===== src/rtl/stdp_pkg.sv =====
package stdp_pkg;

    // Widths that set the datapath of the updater
    localparam int AGE_W         = 5;   // tick age counter width, also window width
    localparam int COMP_W        = 8;   // each weight component
    localparam int MOD_W         = 8;   // signed modulator
    localparam int GAP_SHIFT_LOG = 2;   // step shift = gap >> GAP_SHIFT_LOG

    localparam int SUM_W = ((COMP_W > MOD_W) ? COMP_W : MOD_W) + 2;
    localparam logic [AGE_W-1:0]  AGE_MAX  = {AGE_W{1'b1}};
    localparam logic [COMP_W-1:0] COMP_MAX = {COMP_W{1'b1}};

    typedef logic        [AGE_W-1:0]  age_t;
    typedef logic        [COMP_W-1:0] comp_t;
    typedef logic signed [MOD_W-1:0]  mod_t;
    typedef logic        [MOD_W-1:0]  mag_t;

    typedef enum logic [1:0] {
        PAIR_NONE = 2'd0,
        PAIR_LTP  = 2'd1,
        PAIR_LTD  = 2'd2
    } pair_kind_e;

    typedef struct packed {
        pair_kind_e kind;
        age_t       gap;
    } pair_t;

    // Magnitude of the modulator, attenuated by the spike spacing
    function automatic mag_t step_mag(input mod_t m, input age_t gap);
        mag_t a;
        a = m[MOD_W-1] ? mag_t'(-m) : mag_t'(m);
        return a >> (gap >> GAP_SHIFT_LOG);
    endfunction

    // Saturating add or subtract on one component
    function automatic comp_t sat_step(input comp_t c, input mag_t mag, input logic neg);
        logic [SUM_W-1:0] cw;
        logic [SUM_W-1:0] mw;
        logic [SUM_W-1:0] sum;
        cw = SUM_W'(c);
        mw = SUM_W'(mag);
        if (neg) begin
            return (mw >= cw) ? '0 : COMP_W'(cw - mw);
        end
        sum = cw + mw;
        return (sum > SUM_W'(COMP_MAX)) ? COMP_MAX : COMP_W'(sum);
    endfunction

endpackage


===== src/rtl/stdp_age_tracker.sv =====
module stdp_age_tracker
    import stdp_pkg::*;
(
    input  logic clk,
    input  logic rst,
    input  logic tick_i,
    input  logic spike_i,
    output age_t age_o
);
    // age 0 = nothing remembered; 1..AGE_MAX = ticks since last spike
    age_t age_q;

    always_ff @(posedge clk) begin
        if (rst) begin
            age_q <= '0;
        end else if (tick_i) begin
            if (spike_i) begin
                age_q <= age_t'(1);
            end else if (age_q == AGE_MAX) begin
                age_q <= '0;
            end else if (age_q != '0) begin
                age_q <= age_q + age_t'(1);
            end
        end
    end

    assign age_o = age_q;

    assert_age_restart_R10: assert property (@(posedge clk) disable iff (rst)
        (tick_i && spike_i) |=> (age_o == age_t'(1)))
        else $error("age not restarted by spike");

    assert_age_frozen_R8: assert property (@(posedge clk) disable iff (rst)
        !tick_i |=> $stable(age_o))
        else $error("age moved without tick");

    assert_age_expire_R10: assert property (@(posedge clk) disable iff (rst)
        (tick_i && !spike_i && age_o == AGE_MAX) |=> (age_o == '0))
        else $error("old spike not forgotten");

endmodule


===== src/rtl/stdp_pair_detect.sv =====
module stdp_pair_detect
    import stdp_pkg::*;
(
    input  logic  pre_spk_i,
    input  logic  post_spk_i,
    input  age_t  pre_age_i,
    input  age_t  post_age_i,
    input  age_t  win_i,
    output pair_t pair_o
);
    logic pre_in_win;
    logic post_in_win;

    always_comb begin
        pre_in_win  = (pre_age_i  != '0) && (pre_age_i  <= win_i);
        post_in_win = (post_age_i != '0) && (post_age_i <= win_i);
        pair_o.kind = PAIR_NONE;
        pair_o.gap  = '0;
        if (pre_spk_i && post_spk_i) begin
            pair_o.kind = PAIR_NONE;
        end else if (post_spk_i && pre_in_win) begin
            pair_o.kind = PAIR_LTP;
            pair_o.gap  = pre_age_i;
        end else if (pre_spk_i && post_in_win) begin
            pair_o.kind = PAIR_LTD;
            pair_o.gap  = post_age_i;
        end
    end

    always_comb begin
        assert_same_tick_R5: assert (!(pre_spk_i && post_spk_i) || pair_o.kind == PAIR_NONE)
            else $error("coincident spikes produced a pair");
    end

endmodule


===== src/rtl/stdp_syn_cell.sv =====
module stdp_syn_cell
    import stdp_pkg::*;
(
    input  logic  clk,
    input  logic  rst,
    input  logic  tick_i,
    input  pair_t pair_i,
    input  mod_t  mod_i,
    output comp_t ltp_o,
    output comp_t ltd_o
);
    comp_t ltp_q;
    comp_t ltd_q;
    mag_t  mag;
    logic  neg;
    logic  active;

    always_comb begin
        mag    = step_mag(mod_i, pair_i.gap);
        neg    = mod_i[MOD_W-1];
        active = tick_i && (mod_i != '0);
    end

    always_ff @(posedge clk) begin
        if (rst) begin
            ltp_q <= '0;
            ltd_q <= '0;
        end else if (active) begin
            case (pair_i.kind)
                PAIR_LTP: ltp_q <= sat_step(ltp_q, mag, neg);
                PAIR_LTD: ltd_q <= sat_step(ltd_q, mag, neg);
                default:  ;
            endcase
        end
    end

    assign ltp_o = ltp_q;
    assign ltd_o = ltd_q;

    assert_no_tick_hold_R8: assert property (@(posedge clk) disable iff (rst)
        !tick_i |=> ($stable(ltp_o) && $stable(ltd_o)))
        else $error("component moved without tick");

    assert_zero_mod_hold_R6: assert property (@(posedge clk) disable iff (rst)
        (mod_i == '0) |=> ($stable(ltp_o) && $stable(ltd_o)))
        else $error("zero modulator changed a component");

    assert_no_overflow_R7: assert property (@(posedge clk) disable iff (rst)
        (tick_i && pair_i.kind == PAIR_LTP && !mod_i[MOD_W-1]) |=> (ltp_o >= $past(ltp_o)))
        else $error("strengthening component wrapped");

    assert_no_underflow_R7: assert property (@(posedge clk) disable iff (rst)
        (tick_i && pair_i.kind == PAIR_LTD && mod_i[MOD_W-1]) |=> (ltd_o <= $past(ltd_o)))
        else $error("weakening component wrapped");

    assert_single_side_R2: assert property (@(posedge clk) disable iff (rst)
        (pair_i.kind == PAIR_LTP) |=> $stable(ltd_o))
        else $error("strengthening event touched weakening side");

endmodule


===== src/rtl/stdp_updater.sv =====
module stdp_updater
    import stdp_pkg::*;
#(
    parameter int N_SYN = 8,
    localparam int IDX_W = (N_SYN > 1) ? $clog2(N_SYN) : 1,
    localparam int WGT_W = COMP_W + 1
) (
    input  logic                    clk,
    input  logic                    rst,
    input  logic                    tick_i,
    input  logic [N_SYN-1:0]        pre_spk_i,
    input  logic                    post_spk_i,
    input  logic signed [MOD_W-1:0] mod_i,
    input  logic [AGE_W-1:0]        win_i,
    input  logic [IDX_W-1:0]        rd_idx_i,
    output logic [COMP_W-1:0]       rd_ltp_o,
    output logic [COMP_W-1:0]       rd_ltd_o,
    output logic signed [WGT_W-1:0] rd_weight_o
);
    age_t  post_age;
    comp_t ltp_arr [N_SYN];
    comp_t ltd_arr [N_SYN];

    stdp_age_tracker u_post_age (
        .clk     (clk),
        .rst     (rst),
        .tick_i  (tick_i),
        .spike_i (post_spk_i),
        .age_o   (post_age)
    );

    for (genvar s = 0; s < N_SYN; s++) begin : g_syn
        age_t  pre_age;
        pair_t pair;

        stdp_age_tracker u_pre_age (
            .clk     (clk),
            .rst     (rst),
            .tick_i  (tick_i),
            .spike_i (pre_spk_i[s]),
            .age_o   (pre_age)
        );

        stdp_pair_detect u_pair (
            .pre_spk_i  (pre_spk_i[s]),
            .post_spk_i (post_spk_i),
            .pre_age_i  (pre_age),
            .post_age_i (post_age),
            .win_i      (win_i),
            .pair_o     (pair)
        );

        stdp_syn_cell u_cell (
            .clk    (clk),
            .rst    (rst),
            .tick_i (tick_i),
            .pair_i (pair),
            .mod_i  (mod_i),
            .ltp_o  (ltp_arr[s]),
            .ltd_o  (ltd_arr[s])
        );

        assert_coincident_hold_R5: assert property (@(posedge clk) disable iff (rst)
            (tick_i && pre_spk_i[s] && post_spk_i) |=> ($stable(ltp_arr[s]) && $stable(ltd_arr[s])))
            else $error("synapse updated on coincident spikes");

        assert_closed_window_R4: assert property (@(posedge clk) disable iff (rst)
            (win_i == '0) |=> ($stable(ltp_arr[s]) && $stable(ltd_arr[s])))
            else $error("update with window 0");
    end

    always_comb begin
        rd_ltp_o = '0;
        rd_ltd_o = '0;
        for (int i = 0; i < N_SYN; i++) begin
            if (rd_idx_i == IDX_W'(i)) begin
                rd_ltp_o = ltp_arr[i];
                rd_ltd_o = ltd_arr[i];
            end
        end
        rd_weight_o = $signed({1'b0, rd_ltp_o}) - $signed({1'b0, rd_ltd_o});
    end

endmodule


===== config.mk =====
export PLATFORM = sky130hd
export DESIGN_NAME = stdp_updater
export DESIGN_NICKNAME = d
export VERILOG_FILES = /design/src/rtl/stdp_pkg.sv /design/src/rtl/stdp_age_tracker.sv /design/src/rtl/stdp_pair_detect.sv /design/src/rtl/stdp_syn_cell.sv /design/src/rtl/stdp_updater.sv
export SDC_FILE = /design/constraint.sdc
export NUM_CORES = 1
export LEC_CHECK = 0
export ABC_AREA = 0
export CAP_MARGIN = 10
export CORE_MARGIN = 4
export CORE_UTILIZATION = 50
export CTS_BUF_LIST = sky130_fd_sc_hd__clkbuf_2
export DETAILED_ROUTE_END_ITERATION = 16
export GPL_TIMING_DRIVEN = 0
export PLACE_DENSITY = 0.62
export SLEW_MARGIN = 10
export SYNTH_ARGS = -nofsm -noshare
export SYNTH_HDL_FRONTEND = slang
export SYNTH_SLANG_ARGS = --single-unit
export TNS_END_PERCENT = 5

===== constraint.sdc =====
create_clock -name clk -period 6.1 [get_ports clk]
set_input_delay 1.22 -clock clk [delete_from_list [all_inputs] [get_ports clk]]
set_output_delay 1.22 -clock clk [all_outputs]
set_load 0.02 [all_outputs]

==> metrics <==
syn_area_per_cell=7.716 µm²; placed cell area=24,540 µm²; Port Buffers=48; Worst-Margin Slew=1.385 ns; Worst setup EP type=output pin; non-filler cells, final=3,717; Synth-to-Final Area Change=9.073%; top post-synthesis cells by area=ha_1 18%, dfxtp_1 15%, nor2_1 6.2%, a21oi_1 4.7%, xnor2_1 4.6%; ys flop type=dfxtp_1; CP Data Required Time=4.88 ns; # IOs=53; Mapped Area=23,260 µm²; Starting DRT DRC Count=2,836; initial antenna violation count=4; Routed wire per std cell=25.63 µm; Post-Route WL=95.27 mm; GRT Util Overall=0.3666; clock slew at reported path FFs=0.26 ns; Post-synth ARST share=0; Clock Latency Late Sink=1.21 ns; ratio of cells with drive above 1 in the final layout=0.08877; Worst EP arrival=4.74 ns; min Tclk post-route=5.955 ns; Tcrit/Tclk final=0.9763; CP max FO=10; Synth area leader=ha_1; syn nets=3,413; sequential share of the synthesized area=0.1489; Worst Hold Class=reg2reg; Nets=3,494; maximum vdd drop=152.9 µV; die area=50,040 µm²; vias per cell=6.520; CTS buffer count=17; synth warn=0; setup TNS=0 ns; Synth top cells by count=384 x nor2_1, 337 x ha_1, 219 x a21oi_1; DR vias=24.24k; Hold Fails Final Rpt=0; CTS tree=done; clock sinks=173; pin count of the biggest net entering global routing=17; area share of the largest cell type after synthesis=0.1813; Total Power=3.627 mW; kind of critical path=in2out; skew final=0.06341 ns; MaxCap Viol Count=0; htree depth=4; Design Area, Final=25,370 µm²; #FFs+latches synth=173; # setup viols final=0; site row count=78; first-pass GRT wire length=140.0 mm; # DRC=0; number of global-route vias before repair=22.38k; count leader, synth=nor2_1; core area=45,670 µm²; Root Buffer Master=clkbuf_2; height of the chip=223.7 µm; post-DP HPWL=73.33 mm; EDFF count, synth=0; width of the die=223.7 µm; global route total overflow=0; outcome=completed; Cell Pwr Density=142.9 nW/µm²; # placed instances=3,666; drt pass-1 iters=9; Syn Inst Count=3,015; synth unique cells=94; GPL Wtd Cong=1.042; Leak Pwr=11.18 nW; Clock Path Buffers=2; Slew headroom=0.07668; f_max=167.9 MHz; max-slew violations=0; Final ANT Viol Nets=0; type of origin of the critical path=input pin; Initial Utilization=0.5093
==> cell type report <==
type / instances / area, µm²
Fill cell: 4433 / 20300
Multi-Input combinational cell: 2489 / 18840
Sequential cell: 173 / 3463
Tap cell: 600 / 750.7
Inverter: 197 / 743.2
Buffer: 155 / 680.7
Timing Repair Buffer: 63 / 600.6
Clock inverter: 14 / 188.9
Clock buffer: 18 / 90.09
Antenna cell: 8 / 20.02
==> through the flow <==
| step | util | hold slack [ns] | worst slack, ns |
|---|---|---|---|
| final | 0.5556 | 0.5382 | 0.1447 |
| after global routing | 0.5555 | 0.5578 | -0.01050 |
| after floorplan | - | 0.4748 | 0.1184 |
| after CTS | 0.5467 | 0.5337 | -0.04277 |
| after global placement | 0.5363 | 0.4985 | -1.876 |
| after detailed placement | 0.5372 | 0.5101 | -1.737 |
==> worst paths after layout <==
kind / start / end / slack [ns] / cells after the start
max: rd_idx_i[0] / rd_weight_o[4] / 0.14 / 13
min: g_syn[5].u_pre_age.age_o[0] / g_syn[5].u_pre_age.age_o[0] / 0.54 / 2
max reg2reg: u_post_age.age_o[3] / g_syn[4].u_cell.ltd_o[2] / 0.57 / 20
min reg2reg: g_syn[5].u_pre_age.age_o[0] / g_syn[5].u_pre_age.age_o[0] / 0.54 / 2
==> cell families (layout without fill, tap and decap cells) <==
logic type,Yosys count,after routing,share of synthesized area
AOI/OAI and AO/OA,939,939,0.2788
xor gates and xnor gates,169,169,0.06363
adders and majority gates,370,370,0.2096
buffers and inverters,353,447,0.05895
DFF,173,173,0.1489
muxes,109,109,0.05518
other,0,8,0
and+or+nand+nor,902,902,0.1850
==> power breakdown <==
| group | internal [mW] | switching (mW) |
|---|---|---|
| Combinational | 0.581 | 1.02 |
| Sequential | 1.16 | 0.0504 |
| Clock | 0.276 | 0.538 |
| Total | 2.02 | 1.61 |
==> state kept, by name (all words and copies together), names as in the netlist <==
register and flops:
g_syn.u_pre_age.age_o 40, g_syn.u_cell.ltp_o 64, g_syn.u_cell.ltd_o 64, u_post_age.age_o 5
==> what timing repair did <==
item / CTS / global route
pin swaps: 1 / 6
buffers inserted: 0 / 12
resized for setup: 48 / 68
hold buffers: 0 / 0
setup endpoints to repair: 73 / 128
==> layer usage <==
| metal | GRT usage | wire length, µm | up-vias |
|---|---|---|---|
| met2 | 0.5549 | 40290 | 1291 |
| met5 | 0 | 15 | - |
| met1 | 0.4896 | 39420 | 11568 |
| met4 | 0.2026 | 6136 | 2 |
| li1 | - | - | 11090 |
| met3 | 0.07496 | 9413 | 284 |
==> layout by cell type (no fill, tap or decap), types with 12 or more instances in the layout <==
cell / instances
nor2b_1: 42
inv_1: 195
a21o_1: 52
buf_4: 17
o221a_2: 31
o22ai_1: 12
a211oi_1: 53
and3_1: 29
o31ai_1: 18
or2_2: 18
nand3_1: 45
xnor2_1: 121
clkbuf_1: 100
nor2_1: 382
a221oi_1: 22
o211ai_1: 25
nor3_1: 59
a21oi_1: 213
clkdlybuf4s50_1: 44
mux2i_1: 74
o21ai_0: 193
clkbuf_2: 31
a31oi_1: 34
o21a_1: 18
mux2_2: 14
nand4_1: 12
fa_1: 33
nand2_1: 156
nor3b_1: 32
buf_2: 25
a311oi_1: 18
nand2b_1: 33
or3_1: 12
ha_1: 337
o21bai_1: 48
xor2_1: 45
a22oi_1: 22
mux4_2: 14
and2_1: 25
dfxtp_1: 173
==> worst max-delay path, stage by stage <==
cell             delay (ns)
clkdlybuf4s50_1        0.55
clkbuf_2               0.35
nor2_1                 0.09
a21oi_1                0.34
o221ai_2               0.19
a22o_1                 0.23
ha_1                   0.21
fa_1                   0.42
nor2b_1                0.13
o21ai_0                0.09
nand2b_1               0.13
xor2_1                 0.15
clkdlybuf4s50_1        0.63
Note: power is estimated with default switching activity, not from simulation.
